[config.mk]
export PLATFORM = sky130hd
export DESIGN_NAME = swk_ctrl
export DESIGN_NICKNAME = d
export VERILOG_FILES = /design/src/rtl/swk_pkg.sv /design/src/rtl/swk_irq_scan.sv /design/src/rtl/swk_sync.sv /design/src/rtl/swk_status.sv /design/src/rtl/swk_ctrl.sv
export SDC_FILE = /design/constraint.sdc
export NUM_CORES = 1
export LEC_CHECK = 0
export BUFFER_PORTS_ARGS = -buffer_cell sky130_fd_sc_hd__buf_4
export CAP_MARGIN = 20
export CORE_ASPECT_RATIO = 2
export CORE_MARGIN = 2
export CORE_UTILIZATION = 27
export CTS_CLUSTER_DIAMETER = 50
export DETAILED_ROUTE_END_ITERATION = 8
export PLACE_DENSITY = 0.64
export REMOVE_ABC_BUFFERS = 1
export SETUP_SLACK_MARGIN = 0.4
export SLEW_MARGIN = 5
export SYNTH_ARGS = -nofsm -noshare
export SYNTH_HDL_FRONTEND = slang
export SYNTH_SLANG_ARGS = --single-unit
export TNS_END_PERCENT = 1
[constraint.sdc]
create_clock -name clk -period 1.65 [get_ports clk]
set_clock_uncertainty 0.15 [all_clocks]
set_input_delay 0.4125 -clock clk [delete_from_list [all_inputs] [get_ports clk]]
set_output_delay 0.4125 -clock clk [all_outputs]
set_load 0.05 [all_outputs]
[src/rtl/swk_pkg.sv]
package swk_pkg;
   typedef enum logic [1:0] {
      SW_RUN   = 2'd0,
      SW_SLEEP = 2'd1,
      SW_WAKE  = 2'd2
   } swk_state_e;
endpackage

[src/rtl/swk_irq_scan.sv]
// Reduces per-source flag/enable pairs to "any pending" and "any able to wake".
module swk_irq_scan #(
   parameter int unsigned          N_SRC     = 8,
   parameter logic [N_SRC-1:0]     WAKE_MASK = '1
) (
   input  logic [N_SRC-1:0] flag,
   input  logic [N_SRC-1:0] en,
   output logic             any_pend,
   output logic             any_wake
);
   logic [N_SRC-1:0] pend_v;
   logic [N_SRC-1:0] wake_v;

   for (genvar i = 0; i < N_SRC; i++) begin : g_src
      assign pend_v[i] = flag[i] & en[i];
      if (WAKE_MASK[i]) begin : g_async
         assign wake_v[i] = pend_v[i];
      end else begin : g_clocked
         assign wake_v[i] = 1'b0;
      end
   end

   assign any_pend = |pend_v;
   assign any_wake = |wake_v;
endmodule

[src/rtl/swk_sync.sv]
// Multi-stage synchronizer with synchronous clear.
module swk_sync #(
   parameter int unsigned STAGES = 2
) (
   input  logic clk,
   input  logic rst_n,
   input  logic clr,
   input  logic d,
   output logic q
);
   logic [STAGES-1:0] chain;

   for (genvar s = 0; s < STAGES; s++) begin : g_stage
      if (s == 0) begin : g_first
         always_ff @(posedge clk or negedge rst_n) begin
            if (!rst_n)   chain[s] <= 1'b0;
            else if (clr) chain[s] <= 1'b0;
            else          chain[s] <= d;
         end
      end else begin : g_next
         always_ff @(posedge clk or negedge rst_n) begin
            if (!rst_n)   chain[s] <= 1'b0;
            else if (clr) chain[s] <= 1'b0;
            else          chain[s] <= chain[s-1];
         end
      end
   end

   assign q = chain[STAGES-1];
endmodule

[src/rtl/swk_status.sv]
// Power-down and time-out status bits.
module swk_status (
   input  logic clk,
   input  logic rst_n,
   input  logic sleep_take,
   input  logic wdt_kick,
   input  logic tmo_wake,
   output logic pd,
   output logic to
);
   always_ff @(posedge clk or negedge rst_n) begin
      if (!rst_n) begin
         pd <= 1'b1;
         to <= 1'b1;
      end else if (sleep_take) begin
         pd <= 1'b0;
         to <= 1'b1;
      end else if (wdt_kick) begin
         pd <= 1'b1;
         to <= 1'b1;
      end else if (tmo_wake) begin
         to <= 1'b0;
      end
   end
endmodule

[src/rtl/swk_ctrl.sv]
module swk_ctrl
   import swk_pkg::*;
#(
   parameter int unsigned      N_SRC       = 8,
   parameter int unsigned      AW          = 13,
   parameter int unsigned      SYNC_STAGES = 2,
   parameter logic [N_SRC-1:0] WAKE_MASK   = 8'h3F,
   parameter logic [AW-1:0]    VEC_ADDR    = 13'h0004
) (
   input  logic             clk,
   input  logic             rst_n,
   input  logic             sleep_req,
   input  logic             clrwdt_req,
   input  logic             wdt_tmo,
   input  logic             ext_rst,
   input  logic             gie,
   input  logic [N_SRC-1:0] irq_flag,
   input  logic [N_SRC-1:0] irq_en,
   input  logic [AW-1:0]    pc_next,
   output logic             core_clk_en,
   output logic             wdt_clr,
   output logic             stat_pd,
   output logic             stat_to,
   output logic             redir_vld,
   output logic [AW-1:0]    redir_addr,
   output logic             redir_vec,
   output logic [AW-1:0]    redir_vec_addr
);
   localparam int unsigned MIN_AW = 3;

   if (N_SRC < 1) begin : g_bad_nsrc
      $error("swk_ctrl: N_SRC must be at least 1");
   end
   if (SYNC_STAGES < 2) begin : g_bad_sync
      $error("swk_ctrl: SYNC_STAGES must be at least 2");
   end
   if (AW < MIN_AW) begin : g_bad_aw
      $error("swk_ctrl: AW too small for the interrupt vector");
   end

   swk_state_e st;
   logic       is_run, is_sleep, is_wake;
   logic       pend_all, pend_wake, wake_raw;
   logic       sleep_go, clr_go, wake_go, tmo_go;
   logic       sync_q;
   logic       vec_lat;
   logic [AW-1:0] pc_lat;

   assign is_run   = (st == SW_RUN);
   assign is_sleep = (st == SW_SLEEP);
   assign is_wake  = (st == SW_WAKE);

   swk_irq_scan #(
      .N_SRC     (N_SRC),
      .WAKE_MASK (WAKE_MASK)
   ) scan_i (
      .flag     (irq_flag),
      .en       (irq_en),
      .any_pend (pend_all),
      .any_wake (pend_wake)
   );

   assign wake_raw = pend_wake | wdt_tmo;
   assign sleep_go = is_run & sleep_req & ~pend_all & ~ext_rst;
   assign clr_go   = is_run & clrwdt_req & ~ext_rst;
   assign wake_go  = is_sleep & wake_raw & ~ext_rst;
   assign tmo_go   = is_sleep & wdt_tmo & ~ext_rst;

   always_ff @(posedge clk or negedge rst_n) begin
      if (!rst_n) begin
         st <= SW_RUN;
      end else if (ext_rst) begin
         st <= SW_RUN;
      end else begin
         unique case (st)
            SW_RUN:   if (sleep_go) st <= SW_SLEEP;
            SW_SLEEP: if (wake_raw) st <= SW_WAKE;
            SW_WAKE:  if (sync_q)   st <= SW_RUN;
            default:  st <= SW_RUN;
         endcase
      end
   end

   always_ff @(posedge clk or negedge rst_n) begin
      if (!rst_n) begin
         pc_lat  <= '0;
         vec_lat <= 1'b0;
      end else begin
         if (sleep_go) pc_lat  <= pc_next;
         if (wake_go)  vec_lat <= gie;
      end
   end

   swk_sync #(
      .STAGES (SYNC_STAGES)
   ) sync_i (
      .clk   (clk),
      .rst_n (rst_n),
      .clr   (~is_wake | ext_rst),
      .d     (is_wake),
      .q     (sync_q)
   );

   swk_status status_i (
      .clk        (clk),
      .rst_n      (rst_n),
      .sleep_take (sleep_go),
      .wdt_kick   (clr_go),
      .tmo_wake   (tmo_go),
      .pd         (stat_pd),
      .to         (stat_to)
   );

   assign wdt_clr        = sleep_go | clr_go;
   assign core_clk_en    = ~is_sleep | wake_raw | ext_rst;
   assign redir_vld      = is_wake & sync_q & ~ext_rst;
   assign redir_addr     = redir_vld ? pc_lat : '0;
   assign redir_vec      = redir_vld & vec_lat;
   assign redir_vec_addr = redir_vec ? VEC_ADDR : '0;
endmodule

==> flow_metrics.py, run 1 <==
metrics = {
    "worst_setup_path": {
        "worst_setup_path_endpoint": "wdt_clr",
        "slack_of_the_worst_reg_to_reg_path_ps": -280,
        "setup.worst_path.start": "st[1]",
        "terminus_of_the_critical_flop_to_flop_path": "pc_lat[0]",
        "critical_path_required_ps": 1090,
        "crit_type": "reg -> out",
        "timing.critical_path.arrival_ps": 1500,
        "worst-path-max-fanout": 3,
        "setup.worst_path.start_class": "flop",
        "r2r-start": "st[1]",
        "setup.worst_path.end_class": "output pin",
        "worst_r2r_path_depth": 8,
    },
    "logic_synthesis": {
        "yosys_warnings": 0,
        "synthDominantCellAreaShare_pct": 41.4,
        "yosys-top-cells-count": "dfrtp_1 (18), and3_1 (14), buf_4 (13)",
        "syn-cell-area_sq_um": 1090,
        "leading_register_cell_type_out_of_synthesis": "dfrtp_1",
        "syn_area_per_cell_sq_um": 12.4,
        "postSynthRegisterBits": 20,
        "synth.most_common_cell": "dfrtp_1",
        "synth_enable_flop_cells": 0,
        "yosys.area.top_type": "dfrtp_1",
        "synth_seq_area_share_pct": 46.3,
        "async_reset_ff_share_pct": 100,
        "yosys-top-cells-area": "dfrtp_1 (41%), mux2_4 (9.7%), buf_4 (9.0%)",
        "synth_cell_types": 24,
        "post_synth_inst_count": 88,
    },
    "run_status": {
        "status": "finished with violations",
        "failed_checks": "setup timing",
    },
    "drt": {
        "wirelength_microns": 2960,
        "vias_per_cell": 4.32,
        "detailedRoute.firstIterationViolations": 7,
        "detailedRoute.firstPassIterationCount": 2,
        "antenna_violating_nets_post_route": 0,
        "detail_route.wl_per_cell_microns": 14.2,
        "post-route-drc-count": 0,
        "wl_met3_microns": 188,
        "route.top_layer_used": "met4",
        "met2_length_microns": 1710,
        "vias": 903,
        "route.layer.met1.wl_microns": 1020,
    },
    "clock_tree": {
        "max-clock-path-buffers": 2,
        "cts_sinks": 20,
        "path_clk_slew_ps": 70,
        "clock_tree_from_tritoncts": "done",
        "cts-htree-levels": 1,
        "cts_made_buffers": 3,
        "root_buffer": "clkbuf_8",
        "worst_skew_pair.late_latency_ps": 250,
    },
    "global_route": {
        "via_count_of_the_first_global_routing_pass": 1009,
        "track_usage_pct": 13.1,
        "gr-total-overflow": 0,
        "grt_start_max_net_pins": 21,
        "grt_antenna_before_repair": 0,
        "first_pass_grt_wire_length_microns": 4610,
    },
    "die": {
        "start_util_pct": 28.3,
        "dieWidth_microns": 48.9,
        "fp.dieH_microns": 93.7,
        "floorplan.io_pins": 68,
        "die_area_sq_um": 4580,
        "core_sq_um": 3840,
        "rows": 32,
    },
    "layout": {
        "antenna_cells_inserted": 0,
        "final_net_count": 195,
        "final_cell_area_sq_um": 1850,
        "area_delta_synth_final_pct": 70.5,
        "finish.utilization_pct": 48.2,
        "layout-drive-gt1-share_pct": 67.7,
    },
    "power": {
        "total_power_mw": 1.39,
        "power_switching_share_pct": 27.1,
        "comb_power_share_pct": 29.2,
        "p_seq_share_pct": 47.4,
        "vdd_ir_drop_max_uv": 425,
        "power.static_leakage_nw": 0.970,
        "netSwitchingPower_uw": 375,
        "pwr_density_cell_nw_per_um2": 747,
        "clock_power_share_pct": 23.4,
        "cellInternalPower_mw": 1.01,
    },
    "sta": {
        "final.period_utilization_pct": 125,
        "post-route-worst-setup-slack_ps": -413,
        "finalWorstPathRequiredPeriod_ps": 2060,
        "final_hold_vios": 0,
        "final_max_slew_viol_count": 0,
        "grt_setup_unrepaired": "yes",
        "clock.fmax_mhz": 485,
        "fin_worst_hold_slack_ps": 233,
        "setup-violations-final": 32,
    },
    "placed_design": {
        "placement.cell_area_sq_um": 1560,
        "detailed_place_hpwl_microns": 2120,
        "pre_cts_slack_ps": -433,
        "io_buffer_count": 55,
        "finalWeightedCongestion": 0.773,
    },
    "worst_hold_path": {
        "timing.hold.worst_path_depth": 2,
        "hold_path.class": "in -> reg",
    },
    "run": {
        "drv.max_cap_violation_count": 0,
    },
}
cells by family (layout without fill, tap and decap cells):
logic type / after synthesis / in the layout / share of synthesized area (%)
buffers and inverters: 17 / 76 / 11.9
AO/OA/AOI/OAI: 10 / 10 / 6.44
flip-flops: 20 / 20 / 46.3
multiplexers: 14 / 14 / 16.9
other: 1 / 12 / 0.345
AND/OR/NAND/NOR: 26 / 26 / 18.2
layer usage:
layer | vias up | GRT usage [%]
li1 | 426 | -
met3 | 4 | 2.87
met2 | 45 | 24.8
met4 | 0 | 5.71
met1 | 428 | 13.5
met5 | - | 0
worst max-delay path, stage by stage (launching register included):
cell and delay [ps]:
dfrtp_1 400, buf_6 130, nor3_4 240, nand3_4 140, nor2_8 110, a21o_4 100
buf_8 130
state kept, by name, indices dropped and copies added (netlist names):
| name | count |
|---|---|
| vec_lat | 1 |
| sync_i.q | 1 |
| status_i.to | 1 |
| status_i.pd | 1 |
| pc_lat | 13 |
| st | 2 |
| sync_i.chain | 1 |
placed cells by master (no fill, tap or decap), drive strengths merged:
cell type | netlist | routed
nor3 | 1 | 1
clkbuf | 2 | 4
or3b | 1 | 1
and3 | 16 | 16
a22oi | 4 | 4
buf | 14 | 70
dfstp | 2 | 2
a21o | 1 | 1
nor3b | 1 | 1
conb | 1 | 12
a221o | 1 | 1
inv | 1 | 1
a21oi | 1 | 1
o21ai | 3 | 3
dlygate4sd3 | 0 | 1
nand2 | 2 | 2
mux2 | 14 | 14
dfrtp | 18 | 18
nand3 | 2 | 2
nor2 | 3 | 3
through the flow:
stage | TNS, ps | instances
2_1_floorplan | -4520 | 83
3_3_place_gp | -9290 | 200
3_5_place_dp | -9780 | 200
5_1_grt | -12050 | 209
6_report | -9000 | 209
4_1_cts | -9690 | 209
worst min path at each step:
stage	startpoint	to
global placement	rst_n	pc_lat[5]
floorplan	rst_n	pc_lat[0]
CTS	pc_next[7]	pc_lat[7]
finish	pc_next[7]	pc_lat[7]
detailed placement	rst_n	pc_lat[5]
global route	pc_next[7]	pc_lat[7]
power by group through the flow:
stage               Combinational (mW)  Clock [mW]  Sequential [mW]
finish                           0.405       0.324            0.656
global route                     0.431       0.361            0.671
CTS                              0.376       0.346            0.655
detailed placement               0.344           0            0.660
global placement                 0.334           0            0.654
floorplan                        0.218           0            0.654
cell type report:
type	instances	area (sq um)
sequential	20	504
fill	371	1990
inverter	1	3.75
multi-input combinational	62	571
clock buffer	4	45.0
tap	51	63.8
timing repair buffer	71	667
what timing repair did:
action                                  in CTS  in global routing
endpoints found under the hold margin       18                  0
gates resized for setup                     43                 12
endpoints found under the setup margin      38                 38
hold buffers                                 1                  0
pin swaps                                    7                  5
setup buffers                                4                  0
No activity file was read; power rests on OpenSTA's default activity.
==> run 2, diff against run 1 <==
CORE_ASPECT_RATIO = default   (was 2)
==> flow_metrics.py, run 2 (synthesized netlist as in run 1, its figures left out) <==
metrics = {
    "run_status": {
        "status": "finished with violations",
        "failed_checks": "setup timing",
    },
    "worst_hold_path": {
        "hold_path.class": "in -> reg",
        "timing.hold.worst_path_depth": 2,
        "hold_end": "pc_lat[12]",
        "min-delay-start": "pc_next[12]",
    },
    "worst_setup_path": {
        "timing.critical_path.arrival_ps": 1470,
        "cp_cell_sequence": "nor3b_2 -> or3b_4 -> buf_6",
        "timing.critical_path.slowest_cell_delay_ps": 440,
        "slack_of_the_worst_reg_to_reg_path_ps": -100,
        "terminus_of_the_critical_flop_to_flop_path": "pc_lat[2]",
        "critical_path.n_buffers_inverters": 1,
        "critical_path_required_ps": 1090,
        "setup.worst_path.end_class": "output pin",
        "worst-path-max-fanout": 4,
        "timing.critical_path.max_delay_family": "simple AND/OR/NAND/NOR gates",
        "worst_r2r_path_depth": 6,
        "crit_type": "reg -> out",
        "r2r-start": "st[1]",
        "setup.worst_path.start_class": "flop",
        "worst_path_max_delay_cell": "dfrtp_2",
    },
    "clock_tree": {
        "cts-htree-levels": 1,
        "worst_skew_pair.late_latency_ps": 250,
        "cts_made_buffers": 3,
        "root_buffer": "clkbuf_8",
        "cts_sinks": 20,
        "path_clk_slew_ps": 70,
        "max-clock-path-buffers": 2,
        "clock_tree_from_tritoncts": "done",
    },
    "die": {
        "rows": 23,
        "start_util_pct": 27.6,
        "core_sq_um": 3940,
        "fp.dieH_microns": 67.5,
        "die_area_sq_um": 4550,
        "floorplan.io_pins": 68,
        "dieWidth_microns": 67.5,
    },
    "layout": {
        "multi_input_comb_area_sq_um": 607,
        "num-fill-cells": 354,
        "antenna_cells_inserted": 0,
        "commonest_non_fill_non_tap_cell_in_the_layout": "buf_4",
        "final_net_count": 191,
        "area_delta_synth_final_pct": 76.3,
        "final-seq-area_sq_um": 507,
        "layout_top_registers": "pc_lat x13, st x2",
        "mostFrequentLayoutCells": "buf_4 (39), dfrtp_1 (15), mux2_4 (14), buf_6 (14), conb_1 (12)",
        "layout-drive-gt1-share_pct": 74.0,
        "top_register_by_number_of_flip_flops": "pc_lat",
        "largest_register_ffs": 13,
        "finish.utilization_pct": 48.6,
    },
    "drt": {
        "antenna_violating_nets_post_route": 0,
        "detailedRoute.firstPassIterationCount": 2,
        "detail_route.wl_per_cell_microns": 13.2,
        "post-route-drc-count": 0,
        "detailedRoute.firstIterationViolations": 27,
        "vias_per_cell": 4.28,
        "vias": 873,
        "wirelength_microns": 2690,
    },
    "placed_design": {
        "io_buffer_count": 55,
        "detailed_place_hpwl_microns": 2030,
        "finalWeightedCongestion": 0.764,
    },
    "power": {
        "power.static_leakage_nw": 0.952,
        "vdd_ir_drop_max_uv": 402,
        "pwr_density_cell_nw_per_um2": 804,
    },
    "sta": {
        "final.period_utilization_pct": 123,
        "clock.fmax_mhz": 493,
        "tns_ps": -6830,
        "final_hold_vios": 0,
        "grt_setup_unrepaired": "yes",
        "finalWorstPathRequiredPeriod_ps": 2030,
        "post-route-worst-setup-slack_ps": -378,
        "final_max_slew_viol_count": 0,
        "setup-violations-final": 31,
    },
    "global_route": {
        "grt_start_max_net_pins": 21,
        "via_count_of_the_first_global_routing_pass": 950,
        "track_usage_pct": 12.4,
        "grt_antenna_before_repair": 0,
        "first_pass_grt_wire_length_microns": 4180,
        "gr-total-overflow": 0,
    },
    "run": {
        "drv.max_cap_violation_count": 0,
    },
}
[run 2: cell types whose count changed in the layout (fill, tap and decap cells not counted), sizes merged]
cell / before / now
buf: 70 / 66
clkbuf: 4 / 3
bufinv: 0 / 1
[run 2: how the worst max path moves through the flow]
stage | startpoint | end | slack [ps] | cells past startpoint
2_1_floorplan | ext_rst | redir_vec | -520 | 4
3_3_place_gp | irq_flag[1] | core_clk_en | -390 | 5
3_5_place_dp | irq_flag[1] | core_clk_en | -420 | 5
4_1_cts | st[1] | core_clk_en | -420 | 3
5_1_grt | st[1] | core_clk_en | -430 | 3
6_report | st[1] | core_clk_en | -380 | 3
[run 2: cell type report]
type                       count  share of cell area (%)
clock buffer                   3                    2.15
timing repair buffer          67                    34.7
inverter                       1                   0.196
multi-input combinational     62                    31.7
tap                           50                    3.26
clock inverter                 1                    1.57
sequential                    20                    26.4
[run 2: power breakdown]
group          internal [mW]  total, mW  switching, mW
Clock                  0.323      0.480          0.157
Combinational          0.235      0.400          0.165
Sequential             0.601      0.660         0.0587
[run 2: what timing repair did]
action,CTS,global route
gates cloned,0,0
setup endpoints to repair,38,38
pin swaps,4,11
hold buffers,1,0
resized for setup,43,26
buffers inserted,1,1
hold endpoints to repair,18,0
[run 2: metal layers]
| metal | vias up | wire length [microns] | share of wire [%] | track usage [%] |
|---|---|---|---|---|
| li1 | 422 | - | - | - |
| met1 | 423 | 1030 | 38 | 13.1 |
| met2 | 26 | 1530 | 57 | 24.4 |
| met3 | 2 | 100 | 3.7 | 1.67 |
| met4 | 0 | 27 | 1.0 | 4.59 |
| met5 | - | 0 | 0 | 0 |
[run 2: through the flow]
step                      hold WS (ps)  std cells  instance area, sq um  power, mW  setup slack (ps)
after floorplan                  -33.1         83                  1000      0.872              -524
after global placement             153        197                  1560      0.988              -387
after detailed placement           158        197                  1560       1.00              -415
after CTS                          228        203                  1810       1.52              -417
after global routing               225        204                  1920       1.63              -425
final                              236        204                  1920       1.54              -378
==> run 3, diff against run 2 <==
PLACE_DENSITY = default   (was 0.64)
PLACE_DENSITY_LB_ADDON = 0.05   (was default)
==> flow_metrics.py, run 3 (synthesized netlist as in run 1, its figures left out) <==
metrics = {
    "placed_design": {
        "placement.cell_area_sq_um": 1570,
        "io_buffer_count": 55,
        "number_of_placed_instances_taps_included": 200,
        "finalWeightedCongestion": 0.617,
        "pre_cts_slack_ps": -407,
        "detailed_place_hpwl_microns": 1960,
    },
    "worst_setup_path": {
        "critical_path.n_buffers_inverters": 2,
        "critical_path_required_ps": 1090,
        "setup.worst_path.end_class": "output pin",
        "worst_path_max_delay_cell": "dfrtp_1",
        "timing.critical_path.slowest_cell_delay_ps": 400,
        "timing.critical_path.max_delay_family": "simple AND/OR/NAND/NOR gates",
        "cp_cell_sequence": "buf_6 -> nor3_4 -> nand3_4 -> nor2_8 -> a21o_4 -> buf_8",
        "setup.worst_path.start_class": "flop",
        "timing.critical_path.arrival_ps": 1500,
        "worst-path-max-fanout": 3,
        "crit_type": "reg -> out",
    },
    "global_route": {
        "grt_antenna_before_repair": 0,
        "via_count_of_the_first_global_routing_pass": 950,
        "gr-total-overflow": 0,
        "grt_start_max_net_pins": 21,
        "track_usage_pct": 12.8,
        "first_pass_grt_wire_length_microns": 4370,
    },
    "clock_tree": {
        "cts-htree-levels": 1,
        "worst_skew_pair.late_latency_ps": 250,
        "cts_made_buffers": 3,
        "cts_sinks": 20,
        "max-clock-path-buffers": 2,
        "clock_tree_from_tritoncts": "done",
        "root_buffer": "clkbuf_8",
        "path_clk_slew_ps": 70,
    },
    "layout": {
        "final_cell_count_no_fill": 208,
        "final_cell_area_sq_um": 1860,
        "antenna_cells_inserted": 0,
        "num-fill-cells": 367,
        "area_delta_synth_final_pct": 71.1,
        "final_net_count": 195,
        "multi_input_comb_area_sq_um": 563,
        "mostFrequentLayoutCells": "buf_4 (42), buf_6 (21), dfrtp_1 (17)",
        "layout-drive-gt1-share_pct": 70.3,
        "largest_register_ffs": 13,
        "commonest_non_fill_non_tap_cell_in_the_layout": "buf_4",
        "final-seq-area_sq_um": 504,
        "finish.utilization_pct": 47.2,
        "layout_top_registers": "pc_lat x13, st x2",
        "top_register_by_number_of_flip_flops": "pc_lat",
    },
    "sta": {
        "final.period_utilization_pct": 125,
        "grt_setup_unrepaired": "yes",
        "post-route-worst-setup-slack_ps": -416,
        "clock.fmax_mhz": 484,
        "final_hold_vios": 0,
        "setup-violations-final": 33,
        "finalWorstPathRequiredPeriod_ps": 2070,
        "tns_ps": -8230,
        "final_max_slew_viol_count": 0,
    },
    "run_status": {
        "failed_checks": "setup timing",
        "status": "finished with violations",
    },
    "power": {
        "pwr_density_cell_nw_per_um2": 750,
        "power.static_leakage_nw": 0.955,
        "vdd_ir_drop_max_uv": 549,
    },
    "drt": {
        "detailedRoute.firstPassIterationCount": 3,
        "post-route-drc-count": 0,
        "vias_per_cell": 4.27,
        "vias": 888,
        "detail_route.wl_per_cell_microns": 12.7,
        "detailedRoute.firstIterationViolations": 9,
        "wirelength_microns": 2650,
        "antenna_violating_nets_post_route": 0,
    },
    "die": {
        "die_area_sq_um": 4550,
        "start_util_pct": 27.6,
        "rows": 23,
        "core_sq_um": 3940,
        "dieWidth_microns": 67.5,
        "fp.dieH_microns": 67.5,
        "floorplan.io_pins": 68,
    },
    "worst_hold_path": {
        "hold_path.class": "in -> reg",
    },
    "run": {
        "drv.max_cap_violation_count": 0,
    },
}
-- run 3: layout make-up --
type	instances	area share [%]
Tap cell	50	3.36
Inverter	1	0.202
Sequential cell	20	27.1
Clock buffer	4	2.96
Multi-Input combinational cell	62	30.3
Timing Repair Buffer	71	36.1
-- run 3: worst reg2reg max path, delay by kind of cell, from the launching register on --
family,cells,cell delay (ps)
buf+inv,3,400
flops,1,400
mux,1,340
simple gates,3,480
-- run 3: path summary, 6_finish.rpt --
check	endpoint	cells after the start	slack, ps	from
min reg2reg	pc_lat[0]	1	350	pc_lat[0]
max	wdt_clr	6	-420	st[1]
max in group asynchronous	status_i.pd	2	660	rst_n
max reg2reg	pc_lat[2]	7	-240	st[1]
min	pc_lat[10]	2	230	pc_next[10]
min in group asynchronous	pc_lat[7]	2	420	rst_n
-- run 3: repair_timing --
item                                    4_1_cts  5_1_grt
endpoints found under the hold margin        18        0
gates cloned                                  0        0
buffers inserted                              3        0
hold buffers                                  1        0
pin swaps                                     6        5
gates resized for setup                      40       14
endpoints found under the setup margin       38       38
-- run 3: report_power, final --
part	switching, mW	internal [mW]
Combinational	0.161	0.213
Sequential	0.0505	0.601
Clock	0.158	0.212
Total	0.370	1.03
-- run 3: routing by layer --
| layer | vias to the layer above | track usage [%] | wire (microns) |
|---|---|---|---|
| met2 | 28 | 23.3 | 1460 |
| met5 | - | 0 | 0 |
| li1 | 428 | - | - |
| met3 | 0 | 3.67 | 148 |
| met1 | 432 | 14.9 | 1030 |
| met4 | 0 | 2.30 | 0 |
-- run 3: through the flow --
step	power, mW	hold slack, ps
after detailed placement	1.00	160
final	1.40	234
after global routing	1.49	217
after global placement	0.991	161
after CTS	1.40	226
after floorplan	0.872	-33.1
